==> config.mk <==
export PLATFORM = sky130hd
export DESIGN_NAME = rsv_mon
export DESIGN_NICKNAME = d
export VERILOG_FILES = /design/src/rtl/rsv_mon_pkg.sv /design/src/rtl/rsv_mon_cmp.sv /design/src/rtl/rsv_mon_reg.sv /design/src/rtl/rsv_mon_decide.sv /design/src/rtl/rsv_mon.sv
export SDC_FILE = /design/constraint.sdc
export NUM_CORES = 1
export LEC_CHECK = 0
export BUFFER_PORTS_ARGS = -buffer_cell sky130_fd_sc_hd__buf_2
export CELL_PAD_IN_SITES_DETAIL_PLACEMENT = 0
export CELL_PAD_IN_SITES_GLOBAL_PLACEMENT = 2
export CORE_UTILIZATION = 30
export DETAILED_ROUTE_END_ITERATION = 16
export GPL_TIMING_DRIVEN = 0
export PLACE_DENSITY = 0.77
export SLEW_MARGIN = 0
export SYNTH_ARGS = -nofsm -noshare
export SYNTH_HDL_FRONTEND = slang
export SYNTH_SLANG_ARGS = --single-unit
==> constraint.sdc <==
create_clock -name clk -period 3.8 [get_ports clk]
set_input_delay 0.57 -clock clk [delete_from_list [all_inputs] [get_ports clk]]
set_output_delay 0.57 -clock clk [all_outputs]
set_load 0.05 [all_outputs]
==> src/rtl/rsv_mon_pkg.sv <==
package rsv_mon_pkg;
  typedef enum logic [1:0] {
    KIND_LOAD    = 2'b00,
    KIND_STORE   = 2'b01,
    KIND_LOCK_RD = 2'b10,
    KIND_LOCK_WR = 2'b11
  } kind_e;

  localparam logic [1:0] CODE_OK   = 2'b00;
  localparam logic [1:0] CODE_FAIL = 2'b10;
  localparam logic [1:0] CODE_BUSY = 2'b11;
endpackage

==> src/rtl/rsv_mon_cmp.sv <==
module rsv_mon_cmp #(
  parameter int LINE_W = 26,
  parameter int ID_W   = 4
) (
  input  logic              rsv_vld,
  input  logic [LINE_W-1:0] rsv_line,
  input  logic [ID_W-1:0]   rsv_id,
  input  logic [LINE_W-1:0] probe_line,
  input  logic [ID_W-1:0]   probe_id,
  output logic              line_hit,
  output logic              own_hit
);
  always_comb begin
    line_hit = rsv_vld && (probe_line == rsv_line);
    own_hit  = line_hit && (probe_id == rsv_id);
  end
endmodule

==> src/rtl/rsv_mon_reg.sv <==
module rsv_mon_reg #(
  parameter int LINE_W = 26,
  parameter int ID_W   = 4
) (
  input  logic              clk,
  input  logic              rst_n,
  input  logic              set_en,
  input  logic [LINE_W-1:0] set_line,
  input  logic [ID_W-1:0]   set_id,
  input  logic              clr_en,
  output logic              vld_q,
  output logic [LINE_W-1:0] line_q,
  output logic [ID_W-1:0]   id_q
);
  logic vld_d;
  logic ld_en;

  // set has priority over any clear in the same cycle
  always_comb begin
    ld_en = set_en;
    if (set_en)      vld_d = 1'b1;
    else if (clr_en) vld_d = 1'b0;
    else             vld_d = vld_q;
  end

  always_ff @(posedge clk or negedge rst_n) begin
    if (!rst_n) begin
      vld_q  <= 1'b0;
      line_q <= '0;
      id_q   <= '0;
    end else begin
      vld_q <= vld_d;
      if (ld_en) begin
        line_q <= set_line;
        id_q   <= set_id;
      end
    end
  end
endmodule

==> src/rtl/rsv_mon_decide.sv <==
module rsv_mon_decide
  import rsv_mon_pkg::*;
(
  input  logic       req_valid,
  input  logic [1:0] req_kind,
  input  logic       dn_busy,
  input  logic       line_hit,
  input  logic       own_hit,
  output logic       fwd,
  output logic       fwd_wr,
  output logic [1:0] code,
  output logic       win_clr,
  output logic       foreign_clr
);
  logic accept;
  logic is_cond;
  logic is_store;

  always_comb begin
    accept   = req_valid && !dn_busy;
    is_cond  = (req_kind == KIND_LOCK_WR);
    is_store = (req_kind == KIND_STORE);
    fwd_wr   = (req_kind != KIND_LOAD);

    if (dn_busy)                 code = CODE_BUSY;
    else if (is_cond && !own_hit) code = CODE_FAIL;
    else                         code = CODE_OK;

    fwd         = accept && !(is_cond && !own_hit);
    win_clr     = accept && is_cond && own_hit;
    foreign_clr = accept && is_store && line_hit && !own_hit;
  end
endmodule

==> src/rtl/rsv_mon.sv <==
module rsv_mon
  import rsv_mon_pkg::*;
#(
  parameter int ADDR_W   = 32,
  parameter int LINE_OFS = 6,
  parameter int ID_W     = 4
) (
  input  logic                       clk,
  input  logic                       rst_n,
  input  logic                       req_valid,
  input  logic [1:0]                 req_kind,
  input  logic [ADDR_W-1:0]          req_addr,
  input  logic [ID_W-1:0]            req_id,
  input  logic                       dn_busy,
  input  logic                       cpl_valid,
  input  logic [ADDR_W-LINE_OFS-1:0] cpl_line,
  input  logic [ID_W-1:0]            cpl_id,
  input  logic                       snp_valid,
  input  logic [ADDR_W-LINE_OFS-1:0] snp_line,
  output logic                       issue_valid,
  output logic                       issue_wr,
  output logic [ADDR_W-1:0]          issue_addr,
  output logic [ID_W-1:0]            issue_id,
  output logic                       resp_valid,
  output logic [1:0]                 resp_code
);
  localparam int LINE_W = ADDR_W - LINE_OFS;

  logic              rsv_vld;
  logic [LINE_W-1:0] rsv_line;
  logic [ID_W-1:0]   rsv_id;
  logic              line_hit, own_hit, snp_hit;
  logic              fwd, fwd_wr, win_clr, foreign_clr, clr_any;
  logic [1:0]        code;

  rsv_mon_cmp #(.LINE_W(LINE_W), .ID_W(ID_W)) u_cmp (
    .rsv_vld(rsv_vld), .rsv_line(rsv_line), .rsv_id(rsv_id),
    .probe_line(req_addr[ADDR_W-1:LINE_OFS]), .probe_id(req_id),
    .line_hit(line_hit), .own_hit(own_hit)
  );

  rsv_mon_decide u_dec (
    .req_valid(req_valid), .req_kind(req_kind), .dn_busy(dn_busy),
    .line_hit(line_hit), .own_hit(own_hit),
    .fwd(fwd), .fwd_wr(fwd_wr), .code(code),
    .win_clr(win_clr), .foreign_clr(foreign_clr)
  );

  always_comb begin
    snp_hit = snp_valid && rsv_vld && (snp_line == rsv_line);
    clr_any = win_clr || foreign_clr || snp_hit;
  end

  rsv_mon_reg #(.LINE_W(LINE_W), .ID_W(ID_W)) u_reg (
    .clk(clk), .rst_n(rst_n),
    .set_en(cpl_valid), .set_line(cpl_line), .set_id(cpl_id),
    .clr_en(clr_any),
    .vld_q(rsv_vld), .line_q(rsv_line), .id_q(rsv_id)
  );

  // registered result and command
  logic              iss_v_d, rsp_v_d, out_ld;
  logic [1:0]        code_d;

  always_comb begin
    iss_v_d = fwd;
    rsp_v_d = req_valid;
    code_d  = req_valid ? code : CODE_OK;
    out_ld  = fwd;
  end

  always_ff @(posedge clk or negedge rst_n) begin
    if (!rst_n) begin
      issue_valid <= 1'b0;
      resp_valid  <= 1'b0;
      resp_code   <= CODE_OK;
      issue_wr    <= 1'b0;
      issue_addr  <= '0;
      issue_id    <= '0;
    end else begin
      issue_valid <= iss_v_d;
      resp_valid  <= rsp_v_d;
      resp_code   <= code_d;
      if (out_ld) begin
        issue_wr   <= fwd_wr;
        issue_addr <= req_addr;
        issue_id   <= req_id;
      end
    end
  end
endmodule

==> results of run 1 <==
==> per-layer routing <==
metal / share of wire (%) / vias up / track usage (%)
li1: - / 1791 / -
met1: 47 / 1869 / 29.2
met2: 45 / 154 / 30.5
met3: 5.8 / 17 / 3.76
met4: 1.9 / 0 / 6.09
met5: 0 / - / 0
==> flip-flops by register name, indices dropped and copies added, names as in the netlist <==
register and count:
resp_valid 1, issue_addr 32, u_reg.id_q 4, issue_valid 1, u_reg.line_q 26, resp_code 2, issue_id 4, issue_wr 1
u_reg.vld_q 1
==> per-stage QoR <==
stage / instance area [um^2] / cells / worst slack (ns) / hold slack (ns) / util, %
3_3_place_gp: 4990 / 693 / 1.06 / 0.515 / 37.7
5_1_grt: 5380 / 710 / 1.11 / 0.226 / 40.6
4_1_cts: 5380 / 710 / 1.27 / 0.210 / 40.6
3_5_place_dp: 5020 / 694 / 0.982 / 0.521 / 37.9
2_1_floorplan: 4070 / 377 / 1.73 / 0.274 / -
6_report: 5380 / 710 / 1.35 / 0.201 / 40.6
==> final cells by class <==
| type | count | area [um^2] |
|---|---|---|
| repair buffers | 141 | 731 |
| fillers | 1354 | 7870 |
| clock inverters | 5 | 103 |
| flip-flops and latches | 72 | 1800 |
| plain buffers | 37 | 189 |
| well taps | 176 | 220 |
| clock buffers | 11 | 253 |
| multi-input cells | 267 | 2070 |
| inverters | 1 | 3.75 |
==> worst max-delay path, stage by stage (launching register included) <==
cell      delay (ns)
dfrtp_1         0.39
xor2_1          0.16
nor4_1          0.70
and4bb_2        0.33
buf_2           0.25
buf_2           0.30
nand4_1         0.13
nand3_1         0.11
==> cells in the mapped netlist (all sizes together) <==
| master | instances |
|---|---|
| a21oi | 3 |
| a22oi | 36 |
| and2 | 1 |
| and4bb | 1 |
| buf | 14 |
| clkbuf | 23 |
| dfrtp | 72 |
| inv | 1 |
| mux2 | 30 |
| nand2 | 2 |
| nand2b | 1 |
| nand3 | 37 |
| nand4 | 48 |
| nand4bb | 1 |
| nor2 | 1 |
| nor2b | 1 |
| nor3 | 1 |
| nor4 | 3 |
| o2111ai | 36 |
| o21a | 1 |
| o21ai | 1 |
| o21bai | 1 |
| o41ai | 1 |
| or3 | 1 |
| or3b | 1 |
| or4 | 2 |
| xnor2 | 49 |
| xor2 | 8 |
==> worst paths after layout <==
| path | to | slack, ns | depth (start not counted) |
|---|---|---|---|
| min in group clk | resp_valid$_DFF_PN0_ | 0.39 | 1 |
| max in group asynchronous | issue_addr[31]$_DFFE_PN0P_ | 3.03 | 2 |
| hold reg to reg | u_reg.id_q[2]$_DFFE_PN0P_ | 0.53 | 1 |
| setup / recovery | issue_id[3]$_DFFE_PN0P_ | 1.35 | 7 |
| setup reg to reg | issue_id[3]$_DFFE_PN0P_ | 1.35 | 7 |
| hold / removal | issue_addr[20]$_DFFE_PN0P_ | 0.20 | 1 |
==> cells in the final DEF (no fill, tap or decap), types with 2 or more instances in the layout <==
cell type  count
buf_2        146
dfrtp_1       72
xnor2_1       49
nand4_1       48
nand3_1       37
o2111ai_1     36
a22oi_1       36
mux2_2        30
clkbuf_1      23
clkbuf_16      9
xor2_1         8
a21oi_1        3
buf_8          3
buf_1          3
bufinv_16      3
nor4_1         2
nand2_1        2
or4_1          2
clkbuf_8       2
==> cells by family (layout without fill, tap and decap cells) <==
family                 count (synthesis)  after routing
AND/OR/NAND/NOR                      101            101
AO/OA/AOI/OAI                         79             79
flip-flops                            72             72
XOR/XNOR                              57             57
buffers and inverters                 38            195
multiplexers                          30             30
==> report_power, final <==
| group | switching, W | total (W) | internal, W |
|---|---|---|---|
| sequential | 0.000105 | 0.000988 | 0.000882 |
| combinational | 0.000528 | 0.000793 | 0.000265 |
| clock | 0.000346 | 0.00102 | 0.000677 |
==> flow_summary_export.csv, run 1 <==
group,metric,value,unit
run_status,status,"complete, no violations",
timing,slew_headroom,45.4,%
synth,synth.avg_cell_area,10.8,um^2
timing,fmax,0.409,GHz
cts,cts_resized,0,
setup_path,startpoint,"u_reg.id_q[3]$_DFFE_PN0P_",
synth,synth_top_area_share,44.3,%
grt,grt-ovfl-total,0,
synth,synth_top_family_by_area,"compound AO/OA/AOI/OAI gates",
grt,grt_pass1_wl,21500,um
setup_path,crit_required,4.07,ns
setup_path,rr_startpoint,"u_reg.id_q[3]$_DFFE_PN0P_",
setup_path,crit_path_end_kind,"flop",
synth,synthDistinctLibCells,32,
place,gp_congestion,0.783,
place,dp_hpwl,10200,um
setup_path,critPathLaunchType,"flop",
timing,fin_crit,2.45,ns
job,drv_cap,0,
routing,wire_per_inst,19.9,um
final_layout,drive_gt1_share,37.6,%
routing,drt_first_pass_iters,5,
place,place.port_buffers,140,
routing,vias_per_cell,5.40,
final_layout,nNetsFinal,629,
routing,drc,0,
cts,cts_tree,"built",
floorplanning,die_area,0.0140,mm^2
synth,synth_area_leaders,"dfrtp_1 44%, xnor2_1 11%, mux2_2 8.3%",
cts,cts_buffers,9,
floorplanning,rows,42,
floorplanning,fp.coreArea,0.0132,mm^2
cts,path_clk_slew,0.06,ns
synth,synth_fa_ha_area_share,0,%
grt,grt_pass1_vias,3711,
grt,grt_max_degree,41,
floorplanning,start_util,30.7,%
hold_path,hold_class,"input port to async pin",
cts,clock-sinks,72,
setup_path,cp.arrival,2.71,ns
grt,antenna_found_initial,0,
timing,hold_viol_final,0,
cts,cts-root-buf,"clkbuf_16",
setup_path,critPathKind,"flop to flop",
final_layout,area_delta_synth_final,32.1,%
synth,synth_compound_area_share,15.5,%
synth,yosys.area.top_type,"dfrtp_1",
synth,ys_seq_area_share,44.3,%
power,p_per_area,521,mW/mm^2
synth,yosysWarnings,0,
synth,synthMuxAreaShare,8.30,%
synth,yosys.area_share.xor_xnor,12.3,%
routing,dr.first_iter.drc_count,280,
timing,tns,0,ns
power,cellLeakagePower,2.23,nW
grt,track_usage,20.2,%
timing,finalSetupViolCount,0,
cts,clk_latency,0.34,ns
timing,worst_pin_slew,0.820,ns
cts,htree_levels,3,
cts,cts_setup_buffers,0,
routing,vias,3831,
timing,slew_violations,0,
routing,final_antenna_net_count,0,
timing,rsz0062_at_grt,"false",
cts,hold_buffers,0,
synth,ys_ff_latch,72,
routing,finalWirelength,14100,um
timing,clock_skew,0.00941,ns
power,peakVddDrop,0.268,mV
synth,synthesis.area,0.00407,mm^2
setup_path,path_max_fanout,10,
synth,synth_fp_nets,477,
floorplanning,fp.dieW,118,um
synth,synth-simple-area-share,14.9,%
cts,cts_buffer_depth,2,
floorplanning,num_io_pins,141,
power,power,0.00280,W
synth,syn_inst,377,
timing,period_share,64.4,%
floorplanning,die_h,118,um
final_layout,n_antenna_cell,0,
Note: power is estimated with default switching activity, not from simulation.
==> run 2, diff against run 1 <==
--- a/config.mk
+++ b/config.mk
@@ -8,10 +8,10 @@
 export BUFFER_PORTS_ARGS = -buffer_cell sky130_fd_sc_hd__buf_2
 export CELL_PAD_IN_SITES_DETAIL_PLACEMENT = 0
 export CELL_PAD_IN_SITES_GLOBAL_PLACEMENT = 2
-export CORE_UTILIZATION = 30
+export CORE_UTILIZATION = 28
 export DETAILED_ROUTE_END_ITERATION = 16
 export GPL_TIMING_DRIVEN = 0
-export PLACE_DENSITY = 0.77
+export PLACE_DENSITY = 0.75
 export SLEW_MARGIN = 0
 export SYNTH_ARGS = -nofsm -noshare
 export SYNTH_HDL_FRONTEND = slang
==> constraint.sdc (replaced) <==
create_clock -name clk -period 2.1 [get_ports clk]
set_input_delay 0.315 -clock clk [delete_from_list [all_inputs] [get_ports clk]]
set_output_delay 0.315 -clock clk [all_outputs]
set_load 0.05 [all_outputs]
==> run 2 against run 1 <==
Effect of this change:
- sequential cell count did not move
- routed wire length grew 3.9%
- power is 77% higher
- non-clock buffer count increased by 13
- largest power group is now registers
- highest routed layer unchanged
==> flow_summary_export.csv, run 2 (same netlist as run 1, synthesis figures left out) <==
group,metric,value,unit
grt,grt-ovfl-total,0,
power,cellLeakagePower,2.33,nW
grt,track_usage,20.4,%
timing,clock_skew,0.00494,ns
routing,vias,3917,
setup_path,crit_required,2.32,ns
timing,tns,0,ns
cts,cts_buffer_depth,2,
place,place.port_buffers,140,
grt,grt_pass1_vias,3985,
grt,grt_pass1_wl,22700,um
final_layout,largest_reg_flops,32,
cts,htree_levels,3,
routing,final_antenna_net_count,0,
setup_path,critPathLaunchType,"flop",
routing,dr.first_iter.drc_count,286,
setup_path,crit_path_end_kind,"flop",
hold_path,hold_class,"input port to flop",
timing,slew_violations,0,
floorplanning,fp.dieW,123,um
routing,finalWirelength,14700,um
floorplanning,fp.coreArea,0.0140,mm^2
timing,period_share,99.5,%
cts,clock-sinks,72,
place,placedInstanceArea,0.00502,mm^2
cts,cts_tree,"built",
setup_path,cp.arrival,2.31,ns
timing,fmax,0.478,GHz
cts,cts_buffers,9,
cts,path_clk_slew,0.06,ns
final_layout,drive_gt1_share,45.0,%
timing,slew_headroom,46.1,%
floorplanning,num_io_pins,141,
job,drv_cap,0,
final_layout,top_register,"issue_addr",
run_status,status,"complete, no violations",
grt,grt_max_degree,40,
power,p_per_area,878,mW/mm^2
final_layout,layout_common_cells,"143 x buf_2, 69 x dfrtp_1, 48 x nand4_1",
routing,drc,0,
final_layout,layout_commonest_cell,"buf_2",
final_layout,n_antenna_cell,0,
floorplanning,die_area,0.0150,mm^2
place,dp_hpwl,10600,um
routing,wire_per_inst,20.2,um
timing,worst_pin_slew,0.809,ns
place,gp_congestion,0.795,
timing,hold_ws,0.130,ns
cts,cts-root-buf,"clkbuf_16",
timing,finalSetupViolCount,0,
final_layout,fin_util,40.2,%
floorplanning,die_h,123,um
power,peakVddDrop,0.315,mV
routing,drt_first_pass_iters,4,
setup_path,path_max_fanout,10,
floorplanning,start_util,29.0,%
routing,vias_per_cell,5.39,
floorplanning,rows,43,
final_layout,top_regs,"issue_addr (32), u_reg.line_q (26)",
timing,hold_viol_final,0,
cts,clk_latency,0.34,ns
grt,antenna_found_initial,0,
setup_path,critPathKind,"flop to flop",
timing,fin_crit,2.09,ns
timing,rsz0062_at_grt,"true",
final_layout,nNetsFinal,642,
final_layout,fin_area,0.00565,mm^2
final_layout,area_delta_synth_final,38.8,%
run 2: changes by cell type in the layout (fill, tap and decap cells not counted), moves of 4 or more:
| cell | change |
|---|---|
| clkbuf_2 | +4 |
| o2111ai_1 | -21 |
| xnor2_1 | -4 |
| xnor2_2 | +4 |
| o2111ai_2 | +21 |
| buf_4 | +12 |
run 2: final cells by class:
| type | count | area (um^2) |
|---|---|---|
| tap | 180 | 225 |
| timing repair buffer | 154 | 823 |
| clock buffer | 14 | 284 |
| clock inverter | 2 | 35.0 |
| multi-input combinational | 267 | 2250 |
| buffer | 37 | 215 |
| inverter | 1 | 3.75 |
| fill | 1434 | 8400 |
| sequential | 72 | 1810 |
run 2: layer usage:
metal  up-vias  part of all wire (%)  track usage (%)
li1       1814                     -                -
met1      1921                    45             28.2
met2       164                    47             31.1
met3        18                   6.0             3.90
met4         0                   2.0             7.93
met5         -                     0                0
run 2: timing repair:
action,in CTS,in global routing
buffers inserted,6,6
pin swaps,9,15
hold buffers,1,0
endpoints found under the setup margin,40,33
hold endpoints to repair,38,0
gates resized for setup,10,33
run 2: final timing paths:
check	start	to	slack [ns]	cells after the start
max reg2reg	u_reg.line_q[12]$_DFFE_PN0P_	issue_addr[3]$_DFFE_PN0P_	0.01	7
min	req_valid	resp_valid$_DFF_PN0_	0.13	1
min in group asynchronous	rst_n	u_reg.line_q[15]$_DFFE_PN0P_	0.50	2
max in group asynchronous	rst_n	issue_addr[9]$_DFFE_PN0P_	1.01	3
min reg2reg	u_reg.id_q[2]$_DFFE_PN0P_	u_reg.id_q[2]$_DFFE_PN0P_	0.53	1
max	u_reg.line_q[12]$_DFFE_PN0P_	issue_addr[3]$_DFFE_PN0P_	0.01	7
run 2: critical path, cell delays in order (launching register included):
cell and delay [ns]:
dfrtp_2 0.43, xnor2_2 0.21, nand4_1 0.15, or4_4 0.57, buf_12 0.17, buf_12 0.14
o2111ai_1 0.20, nand3_1 0.09
run 2: metrics by stage:
step	power (W)	setup WS (ns)	cells
after CTS	0.00497	0.00135	721
final	0.00496	0.00951	727
after detailed placement	0.00326	-0.359	698
after global placement	0.00323	-0.331	697
after floorplan	0.00277	0.177	377
after global routing	0.00520	-0.0842	727
run 2: where the power goes:
part	leakage, nW	total [W]	switching [W]	internal, W
clock	0.159	0.00165	0.000601	0.00105
combinational	1.33	0.00150	0.000984	0.000520
sequential	0.838	0.00180	0.000206	0.00160
total	2.33	0.00496	0.00179	0.00317
